`config.mk`:
```
export PLATFORM = sky130hd
export DESIGN_NAME = elem_step_seq
export DESIGN_NICKNAME = d
export VERILOG_FILES = /design/src/rtl/ess_pkg.sv /design/src/rtl/ess_eligible.sv /design/src/rtl/ess_tzc.sv /design/src/rtl/ess_lane_gen.sv /design/src/rtl/elem_step_seq.sv
export SDC_FILE = /design/constraint.sdc
export NUM_CORES = 1
export LEC_CHECK = 0
export ABC_AREA = 1
export ABC_CLOCK_PERIOD_IN_PS = 12500
export BUFFER_PORTS_ARGS = -buffer_cell sky130_fd_sc_hd__buf_2
export CORE_MARGIN = 5
export CORE_UTILIZATION = 35
export DETAILED_ROUTE_END_ITERATION = 12
export GPL_ROUTABILITY_DRIVEN = 0
export HOLD_SLACK_MARGIN = 0.08
export PLACE_DENSITY = 0.54
export SLEW_MARGIN = 0
export SYNTH_ARGS = -nofsm -noshare
export SYNTH_HDL_FRONTEND = slang
export SYNTH_SLANG_ARGS = --single-unit
```
`constraint.sdc`:
```
create_clock -name clk -period 12.5 [get_ports clk]
set_input_delay 1.25 -clock clk [delete_from_list [all_inputs] [get_ports clk]]
set_output_delay 1.25 -clock clk [all_outputs]
set_load 0.03 [all_outputs]
```
`src/rtl/ess_pkg.sv`:
```
package ess_pkg;
    localparam int MASK_W    = 64;
    localparam int STEP_W    = $clog2(MASK_W) + 1;
    localparam int MAX_LANES = 8;

    typedef enum logic [1:0] {
        EW_8  = 2'd0,
        EW_16 = 2'd1,
        EW_32 = 2'd2,
        EW_64 = 2'd3
    } ew_e;

    typedef logic [STEP_W-1:0] step_t;

    // One offered issue group
    typedef struct packed {
        logic                 valid;
        step_t                first;
        step_t                base;
        step_t                lanes;
        logic [MAX_LANES-1:0] en;
    } issue_t;

    function automatic step_t lane_count(ew_e ew);
        return step_t'(MAX_LANES >> ew);
    endfunction
endpackage

```
`src/rtl/ess_eligible.sv`:
```
// Keeps only predicate bits in the window [step, vlen)
module ess_eligible #(
    parameter int W  = ess_pkg::MASK_W,
    localparam int SW = $clog2(W) + 1
) (
    input  logic [W-1:0]  mask,
    input  logic [SW-1:0] step,
    input  logic [SW-1:0] vlen,
    output logic [W-1:0]  elig
);
    always_comb begin
        for (int i = 0; i < W; i++) begin
            elig[i] = mask[i] && (SW'(i) >= step) && (SW'(i) < vlen);
        end
    end
endmodule

```
`src/rtl/ess_tzc.sv`:
```
// Trailing-zero count: position of lowest set bit, W when none
module ess_tzc #(
    parameter int W  = ess_pkg::MASK_W,
    localparam int SW = $clog2(W) + 1
) (
    input  logic [W-1:0]  vec,
    output logic [SW-1:0] cnt,
    output logic          any
);
    always_comb begin
        cnt = SW'(W);
        any = 1'b0;
        for (int i = W - 1; i >= 0; i--) begin
            if (vec[i]) begin
                cnt = SW'(i);
                any = 1'b1;
            end
        end
    end
endmodule

```
`src/rtl/ess_lane_gen.sv`:
```
// Aligns the group to the lane count and extracts per-lane enables
module ess_lane_gen
    import ess_pkg::*;
#(
    parameter int W  = ess_pkg::MASK_W,
    parameter int L  = ess_pkg::MAX_LANES,
    localparam int SW = $clog2(W) + 1,
    localparam int IW = $clog2(W)
) (
    input  logic [W-1:0]  elig,
    input  logic [SW-1:0] first,
    input  ew_e           ew,
    output logic [SW-1:0] base,
    output logic [SW-1:0] lanes,
    output logic [L-1:0]  en
);
    logic [SW-1:0] idx;

    always_comb begin
        lanes = SW'(lane_count(ew));
        base  = first & ~(lanes - SW'(1));
        idx   = '0;
        en    = '0;
        for (int i = 0; i < L; i++) begin
            idx = base + SW'(i);
            if ((SW'(i) < lanes) && (idx < SW'(W))) begin
                en[i] = elig[idx[IW-1:0]];
            end
        end
    end
endmodule

```
`src/rtl/elem_step_seq.sv`:
```
module elem_step_seq
    import ess_pkg::*;
(
    input  logic                 clk,
    input  logic                 rst,
    input  logic [MASK_W-1:0]    pred_mask,
    input  logic [STEP_W-1:0]    vec_len,
    input  logic [1:0]           ew_sel,
    input  logic                 restore_en,
    input  logic [STEP_W-1:0]    restore_step,
    input  logic                 issue_ready,
    output logic                 issue_valid,
    output logic [STEP_W-1:0]    next_step,
    output logic [STEP_W-1:0]    group_base,
    output logic [MAX_LANES-1:0] lane_en,
    output logic                 done,
    output logic [STEP_W-1:0]    cur_step
);
    step_t             step_q;
    logic [MASK_W-1:0] elig;
    step_t             tz_cnt;
    logic              tz_any;
    issue_t            iss;
    ew_e               ew;

    assign ew = ew_e'(ew_sel);

    ess_eligible #(.W(MASK_W)) u_elig (
        .mask (pred_mask),
        .step (step_q),
        .vlen (vec_len),
        .elig (elig)
    );

    ess_tzc #(.W(MASK_W)) u_tzc (
        .vec (elig),
        .cnt (tz_cnt),
        .any (tz_any)
    );

    assign iss.valid = tz_any;
    assign iss.first = tz_any ? tz_cnt : vec_len;

    ess_lane_gen #(.W(MASK_W), .L(MAX_LANES)) u_lanes (
        .elig  (elig),
        .first (iss.first),
        .ew    (ew),
        .base  (iss.base),
        .lanes (iss.lanes),
        .en    (iss.en)
    );

    always_ff @(posedge clk) begin
        if (rst) begin
            step_q <= '0;
        end else if (restore_en) begin
            step_q <= restore_step;
        end else if (iss.valid && issue_ready) begin
            step_q <= iss.base + iss.lanes;
        end
    end

    assign issue_valid = iss.valid;
    assign done        = !iss.valid;
    assign next_step   = iss.first;
    assign group_base  = iss.base;
    assign lane_en     = iss.en;
    assign cur_step    = step_q;
endmodule

```
; ---- Yosys cells after proc, flatten, opt, wreduce, memory -nomap -nowiden
; Cells that the tools add are included.
[op_classes]
n_reduce_logical = 139
mux = 155
addsub = 9
shift = 1
bitwise = 2
magnitude_cmp = 152
[op_table]
columns = cell, count
row1 = $mux 7, 67
row2 = $ge 6x7->1 const A, 32
row3 = $lt 6x7->1 const A, 32
row4 = $logic_and 1x1->1, 137
row5 = $ge 5x7->1 const A, 16
row6 = $lt 5x7->1 const A, 16
row7 = $mux 1, 80
row8 = $ge 4x7->1 const A, 8
row9 = $lt 3x7->1 const A, 8
row10 = $lt 4x7->1 const A, 8
row11 = $lt 6x7->1 const B, 8
row12 = $lt 7x7->1 const B, 8
row13 = $bmux 1 s6, 8
row14 = $add 7x3->7 const B, 4
row15 = $ge 3x7->1 const A, 4
row16 = $lt 1x7->1 const A, 4
row17 = $lt 2x7->1 const A, 4
row18 = $add 7x2->7 const B, 2
row19 = $ge 1x7->1 const A, 2
row20 = $ge 2x7->1 const A, 2
row21 = $add 7x1->7 const B, 1
row22 = $add 7x7->7, 1
row23 = $and 7x7->7, 1
row24 = $not 7->7, 1
row25 = other kinds (4), 4
[word_totals]
ff_bits = 7
input_bits = 84
word_cells = 459
output_inout_bits = 31

; ---- Logic depth before layout (Yosys ltp)
; Gate-level depths: netlist (run 1).
[depth]
depth_word = 73
depth_mapped = 80
ltp_nobuf = 77

; ---- By module
; From an unflattened synthesis (run 1), not the netlist that was laid out.
[hier_totals]
hier_cells = 1563
area_unflattened_um2 = 7275.7
[by_module_without_submodules]
columns = mod, seq_area_each_um2, area_each_um2, n_inst, cells_each
row1 = ess_lane_gen, 0.0, 3917.5, 1, 855
row2 = ess_eligible, 0.0, 1601.5, 1, 368
row3 = ess_tzc, 0.0, 1033.5, 1, 230
row4 = elem_step_seq, 140.1, 723.2, 1, 110

; ---- Least setup slack after synthesis (run 1)
; Ideal clock, no wire load.
[synth_path]
path_type = input to output
startpoint = in vec_len[6]
endpoint = out lane_en[1]
slack_ns = 3.584
required_ns = 11.250
path_buffers = 3
t_arrival_ns = 7.666
path_stages = 27
cell_sequence = nor2_1 > buf_2 > inv_1 > nor2_1 > inv_1 > nor2_1 > clkinv_1 > o2111ai_1 > nand4_1 > nor4_1 > nand2_1 > nor4_1 > nand2_1 > o21ai_0 > nand2_1 > inv_2 > buf_1 > ha_1 > inv_1 > xor2_1 > inv_1 > clkbuf_1 > nor2_1 > nor2_1 > nor2_1 > nor2_1 > nor2_1
[synth_between]
elab_chain_cells = 72
elab_cells_between_ends = 264
classes_between = add/sub (1) / order compare (65) / mux (132) / bitwise (1) / reduce/logical (65)
[synth_lines]
columns = item, line_no
row1 = start: declaration, elem_step_seq.sv:7  ; input logic [STEP_W-1:0] vec_len,
row2 = $lt 6x7->1, ess_eligible.sv:13  ; elig[i] = mask[i] && (SW'(i) >= step) && (SW'(i) < vlen);
row3 = $logic_and 1x1->1, ess_eligible.sv:13
row4 = $mux 1 (63 in a row), ess_tzc.sv:14  ; if (vec[i]) begin
row5 = $mux 1 (*), ess_tzc.sv:14
row6 = named net issue_valid, elem_step_seq.sv:12  ; output logic issue_valid,
row7 = $mux 7 (*), elem_step_seq.sv:42  ; assign iss.first = tz_any ? tz_cnt : vec_len;
row8 = named net next_step[1], elem_step_seq.sv:13  ; output logic [STEP_W-1:0] next_step,
row9 = $and 7x7->7 (*), ess_lane_gen.sv:21  ; base = first & ~(lanes - SW'(1));
row10 = named net group_base[1], elem_step_seq.sv:14  ; output logic [STEP_W-1:0] group_base,
row11 = $add 7x1->7 (*), ess_lane_gen.sv:25  ; idx = base + SW'(i);
row12 = $bmux 1 s6 / $lt 7x7->1 (equally long branches), "ess_lane_gen.sv:27, ess_lane_gen.sv:26"
row13 = $mux 1 (not written as such) / $logic_and 1x1->1 (equally long branches), "ess_lane_gen.sv:27, ess_lane_gen.sv:26"
row14 = $mux 1 (*), ess_lane_gen.sv:26  ; if ((SW'(i) < lanes) && (idx < SW'(W))) begin
row15 = end: declaration, elem_step_seq.sv:15  ; output logic [MAX_LANES-1:0] lane_en,
; Mark *: on every way through the listed nets, which the timed path passes. The rest lies on a longest branch. The select of a mux whose other input is x is not followed.

; ---- Final worst setup path (run 1)
[layout_path]
startpoint = in vec_len[5]
endpoint = out lane_en[1]
[layout_between]
elab_chain_cells = 72
elab_cells_between_ends = 264
classes_between = add/sub (1) / order compare (65) / mux (132) / bitwise (1) / reduce/logical (65)
[layout_lines]
columns = item, line_no
row1 = $lt 6x7->1, ess_eligible.sv:13
row2 = $logic_and 1x1->1, ess_eligible.sv:13
row3 = $mux 7 / $mux 1 (equally long branches) (64 in a row), ess_tzc.sv:14
row4 = $mux 7, elem_step_seq.sv:42
row5 = $and 7x7->7, ess_lane_gen.sv:21
row6 = $add 7x1->7, ess_lane_gen.sv:25
row7 = $bmux 1 s6 / $lt 7x7->1 (equally long branches), "ess_lane_gen.sv:27, ess_lane_gen.sv:26"
row8 = $mux 1 (not written as such) / $logic_and 1x1->1 (equally long branches), "ess_lane_gen.sv:27, ess_lane_gen.sv:26"
row9 = $mux 1 (*), ess_lane_gen.sv:26
; Every way passes the cells marked *; elsewhere a longest branch is shown, timed or not. The select of a mux whose other input is x is not followed.

==> impl_metrics.toml, run 1 <==
[detailed_routing]
dr_total_vias = 9769
routed_wl_um = 31700
drtPass1Iterations = 7
drt_iter0_drc = 1710
ant_nets = 0
via_per_inst = 5.89
drc_errors = 0
wl_per_cell_um = 19.1

[die]
io_pins = 115
die_y_um = 145
start_util_pct = 35.6
die-area_mm2 = 0.0211
die_w_um = 145
rows = 49
coreArea_mm2 = 0.0180

[worst_setup_path]
critical-path-slowest-cell = "clkinv_1"
crit_required_ps = 11250
crit_top_cell = "nor2_1"
worstPathArrival_ps = 8790
crit_fanout = 24
criticalPathCategory = "input port to output pin"
end_kind = "output pin"
worst_setup_path_start_kind = "input port"
critPathMaxStageDelay_ps = 870

[power_and_ir_drop]
ir_worst_vdd_mv = 0.0486
clkPwrFrac_pct = 7.2
p_leak_nw = 3.96
power.share.switching_pct = 65.1
switching_power_mw = 0.494
combPwrFrac_pct = 88.9
share_seq_of_total_power_pct = 3.9
p_int_mw = 0.265
power.total_mw = 0.758
p_per_area_mw_per_mm2 = 105

[cells_and_area]
final_area_mm2 = 0.00720
drive_above_1_share_pct = 11.1
multi_input_area_mm2 = 0.00528
seq_area_um2 = 140
insertedDiodeCount = 0
fillers = 2083
nets = 1527
syn2layout_area_growth_pct = 12.5
largest_register_ff_count = 7

[placed_design]
io_buffer_count = 114
place_area_mm2 = 0.00712
pre_cts_ws_ps = 2880
dp_hpwl_um = 25400

[synth]
synth.distinct_cells = 42
ys_seq_area_share_pct = 2.19
netlist_area_mm2 = 0.00640
synth_compound_area_share_pct = 12.6
synthSimpleGateAreaFrac_pct = 65.0
avgSynthCellArea_um2 = 4.74
syn-num-nets = 1447
synth_cells = 1350
async_flop_share_pct = 0
synth_top_family_by_area = "simple AND/OR/NAND/NOR gates"
ys_seq_elements = 7
synthAdderAreaFrac_pct = 2.54
synth_edf_count = 0
synth-xor-area-share_pct = 2.46
ys.flop_type = "dfxtp_1"
synth_warnings = 0
synthMuxAreaShare_pct = 0

[global_routing]
grt_pass1_wl_um = 48500
track_usage_pct = 27.9
grt_pass1_vias = 8886
grt_remaining_overflow = 0
antenna_found_initial = 0
grt_max_degree = 71

[timing]
period_share_pct = 80.3
fmax_ghz = 0.0996
fin_skew_ps = 0.545
worst_slew_pin_slew_ps = 1060
min_period_ps = 10040
relSlewSlack_pct = 29.0
drv_slew = 0
rsz0062_at_grt = "false"
timing.final.ws_setup_ps = 2460
setup_viol = 0
tns_ps = 0
finalHoldViolations = 0

[clocking]
cts_sinks = 7
clock_latency_ps = 230
htree_levels = 1
cts.clk_slew.worst_paths_ps = 40
cts_made_buffers = 3
cts.path.max_buffers = 2
ctsRootBufferMaster = "clkbuf_16"
cts_resized = 0
ctsHoldBuffers = 0
postCtsSetupRepairBufs = 0
cts_tree = "yes"

[outcome]
status = "finished, final reports clean"

[min_path]
hp-class = "flip-flop to flip-flop"

[run]
maxCapViolCount = 0
worst paths after layout:
| path | start | end | slack (ps) | cells after the start |
|---|---|---|---|---|
| max | vec_len[5] | lane_en[1] | 2460 | 29 |
| min | cur_step[1] | cur_step[1] | 600 | 2 |
| max reg2reg | cur_step[6] | cur_step[4] | 4840 | 22 |
| min reg2reg | cur_step[1] | cur_step[1] | 600 | 2 |
per-stage QoR:
step / std cells / util, % / hold slack (ps)
floorplan: 1350 / - / 651
global placement: 1654 / 39.6 / 579
detailed placement: 1654 / 39.6 / 582
CTS: 1658 / 40.1 / 587
global route: 1658 / 40.1 / 626
finish: 1658 / 40.1 / 597
cell families after synthesis:
group / count (synthesis)
xor gates and xnor gates: 18
and+or+nand+nor: 925
AOI/OAI and AO/OA: 139
buffers and inverters: 248
DFF: 7
adders and majority gates: 13
cell type report:
type                       count  area share, %
multi-input combinational   1095           73.4
sequential                     7           1.95
inverter                     195           10.2
timing repair buffer         128           9.39
tap                          229           3.98
clock buffer                   4           1.10
power by group through the flow:
| stage | registers, mW | logic [mW] | clock network, mW |
|---|---|---|---|
| 6_report | 0.0299 | 0.674 | 0.0546 |
| 5_1_grt | 0.0299 | 0.737 | 0.0566 |
| 4_1_cts | 0.0293 | 0.653 | 0.0554 |
| 3_5_place_dp | 0.0296 | 0.651 | 0 |
| 3_3_place_gp | 0.0296 | 0.652 | 0 |
| 2_1_floorplan | 0.0300 | 0.472 | 0 |
metal layers:
| metal | track usage, % | share of wire (%) |
|---|---|---|
| met1 | 36.6 | 39 |
| met2 | 44.7 | 43 |
| met3 | 4.55 | 12 |
| met4 | 12.8 | 6.1 |
| met5 | 0 | 0 |
Yosys cell counts (11+ instances only):
master | n | area, um^2
xor2_1 | 17 | 149
nor4_1 | 25 | 156
buf_1 | 11 | 41.3
nand2_1 | 330 | 1240
nor3_1 | 13 | 65.1
clkbuf_1 | 22 | 82.6
o2111ai_1 | 11 | 96.3
nand4_1 | 18 | 113
inv_1 | 182 | 683
a21oi_1 | 47 | 235
o21ai_0 | 49 | 245
nand3_1 | 385 | 1930
nor2_1 | 129 | 484
inv_2 | 11 | 41.3
buf_2 | 11 | 55.1
ha_1 | 13 | 163
layout by cell type (no fill, tap or decap), types with 2 or more instances in the layout:
| cell | instances |
|---|---|
| nand3_1 | 385 |
| nand2_1 | 330 |
| inv_1 | 182 |
| nor2_1 | 129 |
| buf_2 | 114 |
| o21ai_0 | 49 |
| a21oi_1 | 47 |
| nor4_1 | 25 |
| nand4_1 | 18 |
| xor2_1 | 17 |
| buf_4 | 14 |
| nor3_1 | 13 |
| ha_1 | 13 |
| inv_2 | 11 |
| o2111ai_1 | 11 |
| o211ai_1 | 8 |
| o21ai_1 | 8 |
| and3_1 | 7 |
| dfxtp_1 | 7 |
| nor2_2 | 5 |
| nand2_2 | 5 |
| a31oi_1 | 5 |
| clkbuf_16 | 3 |
| clkinv_1 | 2 |
| and2_1 | 2 |
| a311oi_1 | 2 |
| o31ai_1 | 2 |
| nand2_4 | 2 |
worst max-delay path, delay by kind of cell:
| family | cells | cell delay [ps] |
|---|---|---|
| and+or+nand+nor | 17 | 3710 |
| buffers and inverters | 8 | 2280 |
| AOI/OAI and AO/OA | 2 | 620 |
| adders and majority gates | 1 | 520 |
| xor gates and xnor gates | 1 | 410 |
No activity file was read; power rests on OpenSTA's default activity.
==> run 2, diff against run 1 <==
--- a/config.mk
+++ b/config.mk
@@ -5,15 +5,15 @@
 export SDC_FILE = /design/constraint.sdc
 export NUM_CORES = 1
 export LEC_CHECK = 0
-export ABC_AREA = 1
-export ABC_CLOCK_PERIOD_IN_PS = 12500
+export ABC_AREA = 0
+export ABC_CLOCK_PERIOD_IN_PS = 9300
 export BUFFER_PORTS_ARGS = -buffer_cell sky130_fd_sc_hd__buf_2
 export CORE_MARGIN = 5
 export CORE_UTILIZATION = 35
 export DETAILED_ROUTE_END_ITERATION = 12
 export GPL_ROUTABILITY_DRIVEN = 0
 export HOLD_SLACK_MARGIN = 0.08
-export PLACE_DENSITY = 0.54
+export PLACE_DENSITY = 0.53
 export SLEW_MARGIN = 0
 export SYNTH_ARGS = -nofsm -noshare
 export SYNTH_HDL_FRONTEND = slang
==> constraint.sdc (replaced) <==
create_clock -name clk -period 9.3 [get_ports clk]
set_input_delay 0.93 -clock clk [delete_from_list [all_inputs] [get_ports clk]]
set_output_delay 0.93 -clock clk [all_outputs]
set_load 0.03 [all_outputs]
==> run 2 against run 1 <==
Register-to-register slack worse by 2400 ps. Area after synthesis increased by 20%. Critical endpoint is now lane_en[6]. Die area increased by 19%. Core utilization decreased by 1.4 points. Largest power group unchanged. Highest routed layer unchanged. Sequential power up 48%. Clock-buffer cell count unchanged. Synthesized cell count fell by 19%. Largest cell class unchanged. Non-clock buffer count up 7. Wire length increased by 22%. First-iteration DRC count increased by 6.4%. Power up 61%. Flip-flop and latch count unchanged.
==> impl_metrics.toml, run 2 <==
[detailed_routing]
drc_errors = 0
drtPass1Iterations = 6
routed_wl_um = 38500
ant_nets = 0
wl_per_cell_um = 27.1
drt_iter0_drc = 1820
dr_total_vias = 10241
via_per_inst = 7.20

[die]
die_w_um = 158
start_util_pct = 35.4
die-area_mm2 = 0.0251
rows = 54
coreArea_mm2 = 0.0218
die_y_um = 158
io_pins = 115

[clocking]
cts.path.max_buffers = 2
ctsHoldBuffers = 0
cts_made_buffers = 3
cts_tree = "yes"
cts_sinks = 7
htree_levels = 1
clock_latency_ps = 230
cts.clk_slew.worst_paths_ps = 30
postCtsSetupRepairBufs = 0
ctsRootBufferMaster = "clkbuf_16"

[synth]
yosysMostFrequentCell = "nand2_1"
synth_compound_area_share_pct = 40.1
avgSynthCellArea_um2 = 7.01
synthSimpleGateAreaFrac_pct = 28.6
yosysTopAreaCellShare_pct = 7.31
synthAdderAreaFrac_pct = 2.11
netlist_area_mm2 = 0.00770
synth_cells = 1099
synth.largest_area_cell = "mux4_2"
synth.distinct_cells = 105
ys_seq_area_share_pct = 1.82
synth_edf_count = 0
synth-xor-area-share_pct = 3.72
synth_top_family_by_area = "compound AO/OA/AOI/OAI gates"
synth_commonest_cells = "nand2_1, a21oi_1, nor2_1"
syn-num-nets = 1196
synth_area_leaders = "mux4_2, mux2i_1, a21oi_1, nand2_1, nor2_1"
synth_warnings = 0
ys_seq_elements = 7
ys.flop_type = "dfxtp_1"
async_flop_share_pct = 0
synthMuxAreaShare_pct = 15.7

[timing]
period_share_pct = 93.6
rsz0062_at_grt = "false"
hold_ws_ps = 713
min_period_ps = 8700
tns_ps = 0
setup_viol = 0
fin_skew_ps = 5.24
worst_slew_pin_slew_ps = 1230
drv_slew = 0
finalHoldViolations = 0
relSlewSlack_pct = 16.7
fmax_ghz = 0.115

[power_and_ir_drop]
p_leak_nw = 3.22
ir_worst_vdd_mv = 0.114
power.total_mw = 1.22
p_per_area_mw_per_mm2 = 145

[global_routing]
grt_pass1_vias = 9484
track_usage_pct = 29.2
grt_max_degree = 39
antenna_found_initial = 1
grt_pass1_wl_um = 57100
grt_remaining_overflow = 0

[worst_setup_path]
worstPathArrival_ps = 7770
crit_required_ps = 8370
timing.rr.start = "cur_step[5]"
end_kind = "output pin"
r2r_end = "cur_step[4]"
crit_start = "vec_len[4]"
crit_fanout = 23
crit_end = "lane_en[6]"
worst_setup_path_start_kind = "input port"
criticalPathCategory = "input port to output pin"
timing.reg2reg.setup_slack_ps = 2480
worstRegToRegCells = 19

[min_path]
whs_path_depth = 3
hp-class = "flip-flop to flip-flop"

[cells_and_area]
nets = 1240
syn2layout_area_growth_pct = 9.10
drive_above_1_share_pct = 20.9
layout_common_cells = "buf_2, nand2_1, a21oi_1"
layout_commonest_cell = "buf_2"
largest_register_ff_count = 7

[placed_design]
dp_hpwl_um = 30000
io_buffer_count = 114

[run]
maxCapViolCount = 0

[outcome]
status = "finished, final reports clean"
[run 2: repair_timing]
action,CTS,global route
resized for setup,0,1
hold endpoints to repair,0,0
setup endpoints to repair,0,2
[run 2: metal layers]
layer  share of wire (%)  GRT usage, %  up-vias
li1                    -             -     4466
met1                  39          38.6     4781
met2                  45          46.7      832
met3                  12          7.15      162
met4                 4.4          9.79        0
met5                   0             0        -
[run 2: kinds of logic after synthesis]
family | after synthesis
XOR/XNOR | 31
multiplexers | 88
flip-flops | 7
AND/OR/NAND/NOR | 410
buffers and inverters | 130
AO/OA/AOI/OAI | 420
adder cells (fa/ha/maj) | 13
[run 2: worst min-delay path by stage]
stage | from | to
global placement | cur_step[3] | cur_step[3]
finish | cur_step[3] | cur_step[3]
detailed placement | cur_step[3] | cur_step[3]
CTS | cur_step[3] | cur_step[3]
floorplan | restore_step[1] | cur_step[1]
global route | cur_step[3] | cur_step[3]
[run 2: worst max-delay path, stage by stage]
cell and delay (ps):
buf_2 400, a21oi_1 290, nor4b_1 1090, a41oi_1 270, nand2_1 230, nor4b_4 80
nand4b_4 270, clkinv_2 380, a221oi_2 610, inv_2 150, nand2_1 510, inv_1 290
ha_1 390, a21oi_2 230, xor2_2 510, mux2i_1 150, mux4_2 490, mux2i_1 180
o22ai_1 100, buf_2 180
[run 2: final cells by class]
| type | count | area [um^2] |
|---|---|---|
| Fill cell | 2365 | 13400 |
| Multi-Input combinational cell | 962 | 6980 |
| Timing Repair Buffer | 135 | 728 |
| Tap cell | 280 | 350 |
| Sequential cell | 7 | 140 |
| Inverter | 34 | 129 |
| Clock buffer | 4 | 78.8 |
| Antenna cell | 1 | 2.50 |
[run 2: power by group]
part           leakage, nW  switching [mW]  internal [mW]  total [mW]
Sequential          0.0580          0.0115         0.0327      0.0442
Clock               0.0382          0.0172         0.0571      0.0744
Combinational         3.12           0.705          0.398        1.10
Total                 3.22           0.734          0.487        1.22
[run 2: through the flow]
step | setup WS [ps] | std cells | instance area [um^2] | util, %
floorplan | 2080 | 1099 | 7700 | -
global placement | 616 | 1418 | 8320 | 38.2
detailed placement | 626 | 1418 | 8320 | 38.2
CTS | 620 | 1422 | 8400 | 38.6
global route | 218 | 1423 | 8400 | 38.6
finish | 596 | 1423 | 8400 | 38.6
